### config.mk
export PLATFORM = sky130hd
export DESIGN_NAME = flyby_dma
export DESIGN_NICKNAME = d
export VERILOG_FILES = /design/src/rtl/fbdma_pkg.sv /design/src/rtl/fbdma_chan.sv /design/src/rtl/fbdma_arb.sv /design/src/rtl/fbdma_seq.sv /design/src/rtl/flyby_dma.sv
export SDC_FILE = /design/constraint.sdc
export NUM_CORES = 1
export LEC_CHECK = 0
export ABC_AREA = 1
export CORE_MARGIN = 4
export CORE_UTILIZATION = 25
export CTS_BUF_LIST = sky130_fd_sc_hd__clkbuf_8 sky130_fd_sc_hd__clkbuf_16
export DETAILED_ROUTE_END_ITERATION = 10
export GPL_TIMING_DRIVEN = 0
export SETUP_SLACK_MARGIN = 0.05
export SLEW_MARGIN = 15
export SYNTH_ARGS = -nofsm -noshare
export SYNTH_HDL_FRONTEND = slang
export SYNTH_SLANG_ARGS = --single-unit
### constraint.sdc
create_clock -name clk -period 2.34 [get_ports clk]
set_input_delay 0.234 -clock clk [delete_from_list [all_inputs] [get_ports clk]]
set_output_delay 0.234 -clock clk [all_outputs]
set_load 0.02 [all_outputs]
### src/rtl/fbdma_pkg.sv
package fbdma_pkg;
  localparam logic [1:0] SEL_ADDR  = 2'd0;
  localparam logic [1:0] SEL_COUNT = 2'd1;
  localparam logic [1:0] SEL_MODE  = 2'd2;
  localparam logic [1:0] SEL_CLR   = 2'd3;

  localparam int MODE_EN    = 0;
  localparam int MODE_M2IO  = 1;
  localparam int MODE_BURST = 2;

  typedef enum logic [2:0] {
    ST_IDLE,
    ST_REQ,
    ST_SETUP,
    ST_STROBE,
    ST_REL
  } seq_st_t;
endpackage

### src/rtl/fbdma_chan.sv
module fbdma_chan import fbdma_pkg::*; #(
  parameter int AW = 16,
  parameter int CW = 16,
  parameter int DW = 16
) (
  input  logic          clk,
  input  logic          rst,
  input  logic          wr_en,
  input  logic [1:0]    wr_sel,
  input  logic [DW-1:0] wr_data,
  input  logic          step,
  output logic [AW-1:0] addr,
  output logic          ready,
  output logic          m2io,
  output logic          burst,
  output logic          done
);
  logic [CW-1:0] cnt;
  logic          en;
  logic          last;

  assign last  = step && (cnt == CW'(1));
  assign ready = en && (cnt != '0);

  always_ff @(posedge clk) begin
    if (rst) begin
      addr  <= '0;
      cnt   <= '0;
      en    <= 1'b0;
      m2io  <= 1'b0;
      burst <= 1'b0;
      done  <= 1'b0;
    end else begin
      if (step) begin
        addr <= addr + 1'b1;
        cnt  <= cnt - 1'b1;
      end
      if (last) begin
        en   <= 1'b0;
        done <= 1'b1;
      end
      if (wr_en) begin
        case (wr_sel)
          SEL_ADDR:  addr <= wr_data[AW-1:0];
          SEL_COUNT: cnt  <= wr_data[CW-1:0];
          SEL_MODE: begin
            en    <= wr_data[MODE_EN];
            m2io  <= wr_data[MODE_M2IO];
            burst <= wr_data[MODE_BURST];
          end
          SEL_CLR:   if (!last) done <= 1'b0;
          default: ;
        endcase
      end
    end
  end

  // the done flag only appears once the block is exhausted and the channel disabled
  assert_done_at_zero_R6: assert property (@(posedge clk) disable iff (rst)
    $rose(done) |-> (cnt == '0) && !en);

  // the sequencer never steps a channel that is not ready
  assert_no_step_unready_R12: assert property (@(posedge clk) disable iff (rst)
    step |-> ready);
endmodule

### src/rtl/fbdma_arb.sv
module fbdma_arb #(
  parameter int N  = 4,
  parameter int IW = 2
) (
  input  logic          clk,
  input  logic          rst,
  input  logic [N-1:0]  req,
  output logic          any,
  output logic [IW-1:0] idx
);
  always_comb begin
    any = |req;
    idx = '0;
    for (int i = N - 1; i >= 0; i--) begin
      if (req[i]) idx = IW'(i);
    end
  end

  // the grant is pending and no lower-numbered channel is pending
  assert_grant_highest_R7: assert property (@(posedge clk) disable iff (rst)
    any |-> req[idx] && ((req & ((N'(1) << idx) - N'(1))) == '0));
endmodule

### src/rtl/fbdma_seq.sv
module fbdma_seq import fbdma_pkg::*; #(
  parameter int N  = 4,
  parameter int IW = 2,
  parameter int AW = 16
) (
  input  logic                  clk,
  input  logic                  rst,
  input  logic                  any,
  input  logic [IW-1:0]         gidx,
  input  logic                  holda,
  input  logic [N-1:0]          ready_v,
  input  logic [N-1:0]          m2io_v,
  input  logic [N-1:0]          burst_v,
  input  logic [N-1:0][AW-1:0]  addr_v,
  output logic [N-1:0]          step,
  output logic                  hold,
  output logic                  bus_en,
  output logic [AW-1:0]         addr,
  output logic [N-1:0]          dack_n,
  output logic                  mem_rd_n,
  output logic                  mem_wr_n,
  output logic                  io_rd_n,
  output logic                  io_wr_n
);
  seq_st_t       st, st_d;
  logic [IW-1:0] act, act_d;
  logic          lock, lock_d;
  logic          own_d, stb_d;

  always_comb begin
    st_d   = st;
    act_d  = act;
    lock_d = lock;
    unique case (st)
      ST_IDLE: begin
        lock_d = 1'b0;
        if (any) st_d = ST_REQ;
      end
      ST_REQ: begin
        if (lock) begin
          if (holda) st_d = ST_SETUP;
        end else if (!any) begin
          st_d = ST_IDLE;
        end else if (holda) begin
          st_d  = ST_SETUP;
          act_d = gidx;
        end
      end
      ST_SETUP:  st_d = ST_STROBE;
      ST_STROBE: st_d = ST_REL;
      ST_REL: begin
        if (burst_v[act] && ready_v[act]) begin
          lock_d = 1'b1;
          st_d   = holda ? ST_SETUP : ST_REQ;
        end else begin
          lock_d = 1'b0;
          st_d   = ST_IDLE;
        end
      end
      default: st_d = ST_IDLE;
    endcase
  end

  assign own_d = (st_d == ST_SETUP) || (st_d == ST_STROBE) || (st_d == ST_REL);
  assign stb_d = (st_d == ST_STROBE);
  assign step  = (st == ST_STROBE) ? (N'(1) << act) : '0;

  always_ff @(posedge clk) begin
    if (rst) begin
      st       <= ST_IDLE;
      act      <= '0;
      lock     <= 1'b0;
      hold     <= 1'b0;
      bus_en   <= 1'b0;
      addr     <= '0;
      dack_n   <= '1;
      mem_rd_n <= 1'b1;
      mem_wr_n <= 1'b1;
      io_rd_n  <= 1'b1;
      io_wr_n  <= 1'b1;
    end else begin
      st       <= st_d;
      act      <= act_d;
      lock     <= lock_d;
      hold     <= (st_d != ST_IDLE);
      bus_en   <= own_d;
      addr     <= own_d ? addr_v[act_d] : '0;
      dack_n   <= own_d ? ~(N'(1) << act_d) : '1;
      mem_rd_n <= !(stb_d && m2io_v[act_d]);
      io_wr_n  <= !(stb_d && m2io_v[act_d]);
      mem_wr_n <= !(stb_d && !m2io_v[act_d]);
      io_rd_n  <= !(stb_d && !m2io_v[act_d]);
    end
  end

  // ownership only starts after a grant, and only under a bus request
  assert_bus_needs_holda_R2: assert property (@(posedge clk) disable iff (rst)
    $rose(bus_en) |-> $past(holda));
  assert_bus_under_hold_R2: assert property (@(posedge clk) disable iff (rst)
    bus_en |-> hold);

  // a single acknowledge, present exactly while the bus is owned
  assert_one_dack_R4: assert property (@(posedge clk) disable iff (rst)
    $onehot0(~dack_n) && ((~dack_n != '0) == bus_en));

  // strobes come in matched pairs, never both pairs
  assert_strobe_pairs_R3: assert property (@(posedge clk) disable iff (rst)
    (mem_rd_n == io_wr_n) && (mem_wr_n == io_rd_n) && (mem_rd_n || mem_wr_n));

  // a strobe follows a setup clock with the same address
  assert_setup_before_strobe_R3: assert property (@(posedge clk) disable iff (rst)
    ($fell(mem_rd_n) || $fell(mem_wr_n)) |-> $past(bus_en) && $stable(addr) && $stable(dack_n));

  // a started strobe is always followed by a release clock on the bus
  assert_cycle_completes_R10: assert property (@(posedge clk) disable iff (rst)
    !(mem_rd_n && mem_wr_n) |=> bus_en && mem_rd_n && mem_wr_n && io_rd_n && io_wr_n);

  // back-to-back owned clocks keep the same channel
  assert_burst_same_chan_R9: assert property (@(posedge clk) disable iff (rst)
    (bus_en && $past(bus_en)) |-> $stable(dack_n));

  // a stealing transfer gives the bus request back afterwards
  assert_steal_releases_R8: assert property (@(posedge clk) disable iff (rst)
    (st == ST_REL && !burst_v[act]) |=> !hold);
endmodule

### src/rtl/flyby_dma.sv
module flyby_dma #(
  parameter int NCH = 4,
  parameter int AW  = 16,
  parameter int CW  = 16,
  localparam int IW = (NCH > 1) ? $clog2(NCH) : 1,
  localparam int DW = (AW > CW) ? AW : CW
) (
  input  logic           clk,
  input  logic           rst,
  input  logic           cfg_we,
  input  logic [IW-1:0]  cfg_chan,
  input  logic [1:0]     cfg_sel,
  input  logic [DW-1:0]  cfg_wdata,
  input  logic [NCH-1:0] dreq,
  input  logic           holda,
  output logic           hold,
  output logic           bus_en,
  output logic [AW-1:0]  addr,
  output logic [NCH-1:0] dack_n,
  output logic           mem_rd_n,
  output logic           mem_wr_n,
  output logic           io_rd_n,
  output logic           io_wr_n,
  output logic           irq
);
  logic [NCH-1:0][AW-1:0] ch_addr;
  logic [NCH-1:0]         ch_ready, ch_m2io, ch_burst, ch_done, ch_step;
  logic                   any;
  logic [IW-1:0]          gidx;

  for (genvar i = 0; i < NCH; i++) begin : g_chan
    fbdma_chan #(.AW(AW), .CW(CW), .DW(DW)) u_chan (
      .clk     (clk),
      .rst     (rst),
      .wr_en   (cfg_we && (cfg_chan == IW'(i))),
      .wr_sel  (cfg_sel),
      .wr_data (cfg_wdata),
      .step    (ch_step[i]),
      .addr    (ch_addr[i]),
      .ready   (ch_ready[i]),
      .m2io    (ch_m2io[i]),
      .burst   (ch_burst[i]),
      .done    (ch_done[i])
    );
  end

  fbdma_arb #(.N(NCH), .IW(IW)) u_arb (
    .clk (clk),
    .rst (rst),
    .req (dreq & ch_ready),
    .any (any),
    .idx (gidx)
  );

  fbdma_seq #(.N(NCH), .IW(IW), .AW(AW)) u_seq (
    .clk      (clk),
    .rst      (rst),
    .any      (any),
    .gidx     (gidx),
    .holda    (holda),
    .ready_v  (ch_ready),
    .m2io_v   (ch_m2io),
    .burst_v  (ch_burst),
    .addr_v   (ch_addr),
    .step     (ch_step),
    .hold     (hold),
    .bus_en   (bus_en),
    .addr     (addr),
    .dack_n   (dack_n),
    .mem_rd_n (mem_rd_n),
    .mem_wr_n (mem_wr_n),
    .io_rd_n  (io_rd_n),
    .io_wr_n  (io_wr_n)
  );

  assign irq = |ch_done;
endmodule

**Yosys cells after proc, flatten, opt, wreduce, memory -nomap -nowiden**

Index checks and enable logic that the tools add are counted.
Widths: inputs -> output; s select.

- Register bits after elaboration: 174
- Bits of input ports: 28

- Add/subtract/negate cells: 8
- Order comparisons: 2
- Equality and inequality tests: 17
- Shifts and indexed selects: 2
- Mux-type cells: 78
- Bitwise operators: 3
- Reductions and logical operators: 36

Operator list:

| kind | count |
|---|---|
| $mux 16 | 25 |
| $add 16x1->16 const B | 4 |
| $eq 16x1->1 const B | 4 |
| $reduce_bool 16->1 | 4 |
| $sub 16x1->16 const B | 4 |
| $bmux 16 s2 | 1 |
| $mux 1 | 32 |
| $mux 2 | 9 |
| $logic_and 1x1->1 | 15 |
| $mux 3 | 5 |
| $pmux 3 s5 | 1 |
| $eq 3x2->1 const B | 4 |
| $eq 2x2->1 const B | 4 |
| $reduce_and 2->1 | 4 |
| $reduce_or 4->1 | 2 |
| $shl 1x2->4 const A | 2 |
| $bmux 1 s2 | 3 |
| $eq 3x3->1 const B | 2 |
| $lt 2x3->1 const B | 2 |
| $and 4x4->4 | 1 |
| $eq 2x1->1 const B | 2 |
| $logic_not 2->1 | 2 |
| $mux 4 | 1 |
| $not 4->4 | 1 |
| other kinds (9) | 12 |

**Logic depth before layout (Yosys ltp)**

- Depth in word-level cells: 16
- Depth in mapped cells: 19

**By module**

From an unflattened synthesis, not the netlist that was laid out.

- Cell total of the unflattened synthesis: 1695
- Area total of the unflattened synthesis: 10923.0 um^2

Modules (own cells, without submodules):

| module | times used | cells each | area an instance (um^2) | sequential area each (um^2) |
|---|---|---|---|---|
| fbdma_chan (g_chan[0].u_chan ...) | 3 | 356 | 2280.9 | 720.7 |
| fbdma_chan (g_chan[3].u_chan) | 1 | 331 | 2158.3 | 720.7 |
| fbdma_seq | 1 | 268 | 1804.2 | 600.6 |
| flyby_dma | 1 | 19 | 71.3 | 0.0 |
| fbdma_arb | 1 | 9 | 46.3 | 0.0 |

**Worst setup path after synthesis**

OpenSTA, ideal clock, no wires.

- Path kind: register to register
- From: register g_chan[0].u_chan.cnt[0]
- To: register u_seq.addr[14]
- Setup time: 0.066 ns
- Arrival time: 1.836 ns
- Path slack: 0.438 ns
- Cell stages (with the launch flop): 16
- Clock period less this slack: 1.902 ns
- Cells stage by stage: dfxtp_1 inv_1 ha_1 nand2_1 nor2_1 nand2_1 nand3_1 nand2_1 clkinv_1 nand2_1 nand2_2 a21oi_2 buf_4 buf_2 nand2_1 a21oi_2

- Cells in the longest elaborated chain, start to end: 12

RTL lines:

| item | line | text |
|---|---|---|
| from (decl) | fbdma_chan.sv:18 | `logic [CW-1:0] cnt;` |
| from (signal assigned) | fbdma_chan.sv:36 | `cnt <= cnt - 1'b1;` |
| from (signal assigned) | fbdma_chan.sv:45 | `SEL_COUNT: cnt <= wr_data[CW-1:0];` |
| $reduce_bool 16->1 (*) | fbdma_chan.sv:23 | `assign ready = en && (cnt != '0);` |
| $logic_and 1x1->1 (*) | fbdma_chan.sv:23 |  |
| $bmux 1 s2 or $and 4x4->4 (tied branches) | fbdma_seq.sv:52, flyby_dma.sv:50 |  |
| $mux 1 (not written as such) or $reduce_or 4->1 (tied branches) | fbdma_seq.sv:52, fbdma_arb.sv:12 |  |
| $logic_and 1x1->1 or $mux 3 (tied branches) | fbdma_seq.sv:52, fbdma_seq.sv:42 |  |
| $mux 3 (on tied branches) | fbdma_seq.sv:52, fbdma_seq.sv:40 |  |
| $pmux 3 s5 | fbdma_seq.sv:34 | `unique case (st)` |
| $eq 3x2->1 | fbdma_seq.sv:64 | `assign own_d = (st_d == ST_SETUP) \|\| (st_d == ST_STROBE) \|\| (st_d == ST_REL);` |
| $logic_or 1x1->1 (2 in series) | fbdma_seq.sv:64 |  |
| $not 1->1 (no line) | -- |  |
| $reduce_or 2->1 (no line) | -- |  |
| to (signal assigned) | fbdma_seq.sv:87 | `addr <= own_d ? addr_v[act_d] : '0;` |
| to (decl) | fbdma_seq.sv:18 | `output logic [AW-1:0] addr,` |

Mark *: on every way between the ends. The rest lies on a longest branch, timed or not. The select of a mux whose other input is x is not followed.
A chain may end at the register's enable or synchronous reset.

**Worst setup path in the final report**

- From: register g_chan[1].u_chan.cnt[11]
- To: register u_seq.io_wr_n

- Cells in the longest elaborated chain, start to end: 13

RTL lines:

| item | line | text |
|---|---|---|
| from (decl) | fbdma_chan.sv:18 |  |
| from (signal assigned) | fbdma_chan.sv:36 |  |
| from (signal assigned) | fbdma_chan.sv:45 |  |
| $reduce_bool 16->1 (*) | fbdma_chan.sv:23 |  |
| $logic_and 1x1->1 (*) | fbdma_chan.sv:23 |  |
| $and 4x4->4 | flyby_dma.sv:50 | `.req (dreq & ch_ready),` |
| $mux 2 (2 in series) | fbdma_arb.sv:15 | `if (req[i]) idx = IW'(i);` |
| $mux 2 | fbdma_seq.sv:44 | `end else if (holda) begin` |
| $mux 2 | fbdma_seq.sv:42 | `end else if (!any) begin` |
| $mux 2 | fbdma_seq.sv:40 | `if (lock) begin` |
| $mux 2 | fbdma_seq.sv:34 |  |
| $bmux 1 s2 | fbdma_seq.sv:90 | `io_wr_n <= !(stb_d && m2io_v[act_d]);` |
| $mux 1 (not written as such) | fbdma_seq.sv:90 |  |
| $logic_and 1x1->1 (*) | fbdma_seq.sv:90 |  |
| $logic_not 1->1 (*) | fbdma_seq.sv:90 |  |
| to (signal assigned) | fbdma_seq.sv:90 |  |
| to (decl) | fbdma_seq.sv:23 | `output logic io_wr_n` |

Marked as above.

==> results.toml <==
[sta]
rsz0062_at_grt = "true"
tightest_slew_ps = 924
period_needed_ps = 2240
drv_slew = 0
setup_ws_ps = 98.5
finalHoldViolCount = 0
setup_viol = 0
max_freq_ghz = 0.446
fin_crit_sh_pct = 95.8
relSlewSlack_pct = 38.4
clock_skew_ps = 13.3
whs_ps = 453

[layout]
final_cell_mix = "nand2_1 (311), inv_1 (211), dfxtp_1 (154)"
layout.nets = 1570
n_antenna_cell = 0
utilization_pct = 31.3
final_common_cell = "nand2_1"
final_area_mm2 = 0.0122
drive_gt1_share_pct = 13.0
syn2layout_area_growth_pct = 23.1
n_fill_cell = 4131

[die]
start_util_pct = 25.4
die_y_um = 207
rows = 72
dieArea_mm2 = 0.0428
io_pins = 55
core-area_mm2 = 0.0388
die_w_um = 207

[global_route]
grt_first_pass_wirelength_um = 49500
antenna_found_initial = 0
grtUsageTotal_pct = 15.0
overflow = 0
grt_max_degree = 17
grt_pass1_vias = 9038

[min_path]
min_from = "cfg_wdata[9]"
hold_path_class = "primary input to flip-flop"
min_to = "g_chan[3].u_chan.cnt[9]"
whs_path_depth = 3

[clock_tree]
cts_tree = "yes"
cts_buffers = 17
cts-root-buf = "clkbuf_16"
cts_sinks = 174
clkTransAtPathRegs_ps = 70
cts_buffer_depth = 2
clock_latency_ps = 440
htree_levels = 4
holdBufCountCts = 0

[route]
dr_total_vias = 9659
ant_nets = 0
drc = 0
wirelength_um = 32100
via_per_inst = 4.69
drt_iter0_drc = 882
wl_per_cell_um = 15.6
dr.pass1.iters = 5

[synth]
syn-num-nets = 1483
synth_area_leader_cell = "dfxtp_1"
ys_ff_latch = 174
synth_area_mm2 = 0.00988
ys_types = 48
synth_cells = 1443
synth-edff-count = 0
async_flop_share_pct = 0
ys_warn_count = 0
netlist.area_leader.share_pct = 35.3
avgSynthCellArea_um2 = 6.84
synth_area_leaders = "dfxtp_1 (35%), nand2_1 (12%), inv_1 (8.2%)"
synthFlopType = "dfxtp_1"
synth-seq-area-share_pct = 35.3

[placement]
placed_area_mm2 = 0.0111
post-dp-hpwl_um = 23600
portBuffers = 54
place_congestion = 0.870
pre_cts_ws_ps = -603

[setup_path]
r2r_slack_ps = 100
arrival_ps = 2580
required_ps = 2680
cp-start-kind = "flip-flop"
crit_fanout = 5
crit_type = "flip-flop to flip-flop"
timing.rr.end = "u_seq.io_wr_n"
r2r-start = "g_chan[1].u_chan.cnt[11]"
rr_worst_depth = 17
endpoint_kind = "flip-flop"

[run_status]
outcome = "completed"

[pwr]
peakVddDrop_uv = 543
p_total_mw = 6.88
power_density_mw_per_mm2 = 566
power_leakage_nw = 5.81

[flow_run]
cap_violations = 0
-- critical path, cell delays in order, from the launching register on --
cell       delay [ps]
dfxtp_2           350
nor2_4            120
nand2_1            90
nor2_2            200
nand2_2           120
nand3_2           100
nand2_2            70
nor2_2            140
nor2_1             60
nand2_2           110
nand2_4            80
bufbuf_16         270
inv_4              80
nand2_1            50
nand2_1            50
nand2_1           100
nand2_1            80
nand2_1            50
-- power by group --
part           switching, mW  total, mW  internal [mW]
sequential            0.0604       3.08           3.02
combinational          0.361      0.545          0.185
clock                   1.19       3.25           2.06
-- state kept, by name, indices dropped and copies added, names as in the netlist --
signal and flops:
u_seq.hold 1, u_seq.bus_en 1, u_seq.io_rd_n 1, g_chan.u_chan.addr 64, g_chan.u_chan.en 4, u_seq.lock 1, u_seq.addr 16, u_seq.io_wr_n 1
u_seq.act 2, g_chan.u_chan.cnt 64, g_chan.u_chan.m2io 4, u_seq.st 3, u_seq.dack_n 4, g_chan.u_chan.burst 4, g_chan.u_chan.done 4
-- worst max-delay path by stage --
stage,startpoint,endpoint,depth (start not counted)
2_1_floorplan,g_chan[0].u_chan.cnt[0],u_seq.addr[14],15
3_3_place_gp,cfg_chan[1],g_chan[3].u_chan.cnt[13],9
3_5_place_dp,cfg_chan[1],g_chan[3].u_chan.cnt[13],9
4_1_cts,g_chan[1].u_chan.cnt[0],u_seq.addr[0],17
5_1_grt,g_chan[1].u_chan.cnt[11],u_seq.io_wr_n,17
6_report,g_chan[1].u_chan.cnt[11],u_seq.io_wr_n,17
-- layout make-up --
class	count	area (µm²)	share of cell area (%)
timing repair buffer	68	683	5.62
multi-input combinational	984	5470	45.0
clock inverter	10	195	1.61
tap	518	648	5.33
sequential	174	3510	28.9
inverter	228	861	7.08
buffer	57	327	2.69
clock buffer	20	467	3.84
-- cell usage after synthesis (5+ instances only) --
master and number:
buf_2 11, o21bai_1 21, o211ai_1 66, inv_2 11, xnor2_1 33, nand2_1 321
o31ai_1 5, buf_4 7, xor2_1 43, dfxtp_1 174, nor2_2 21, nor3_1 16
nor2_1 139, a31oi_1 11, ha_1 12, nand3_2 6, a21oi_1 51, o221ai_1 6
clkbuf_1 33, o21ai_0 74, nand2_2 8, o21ai_1 7, nand3_1 93, nand4_1 13
inv_1 215
-- metrics by stage --
step | TNS [ps] | instances
CTS | 0 | 2052
finish | 0 | 2059
detailed placement | -14940 | 2015
global placement | -15400 | 2015
global route | -29.6 | 2059
floorplan | 0 | 1443
-- layer usage --
layer / GRT usage [%] / share of wire, %
met4: 6.11 / 3.2
met5: 0 / 0
met1: 19.7 / 45
met3: 2.67 / 6.1
met2: 24.5 / 46
-- repair_timing --
item	CTS	global route
setup buffers	6	7
endpoints found under the setup margin	24	57
pin swaps	5	17
resized for setup	26	79
cloned	1	0
-- logic make-up (layout without fill, tap and decap cells) --
kind of cell | count (synthesis) | count (layout) | share of synthesized area, %
AOI/OAI and AO/OA | 254 | 254 | 16.1
buffers and inverters | 285 | 383 | 11.5
and+or+nand+nor | 642 | 642 | 28.8
DFF | 174 | 174 | 35.3
adders and majority gates | 12 | 12 | 1.52
xor gates and xnor gates | 76 | 76 | 6.74
(Power assumes the default switching activity.)
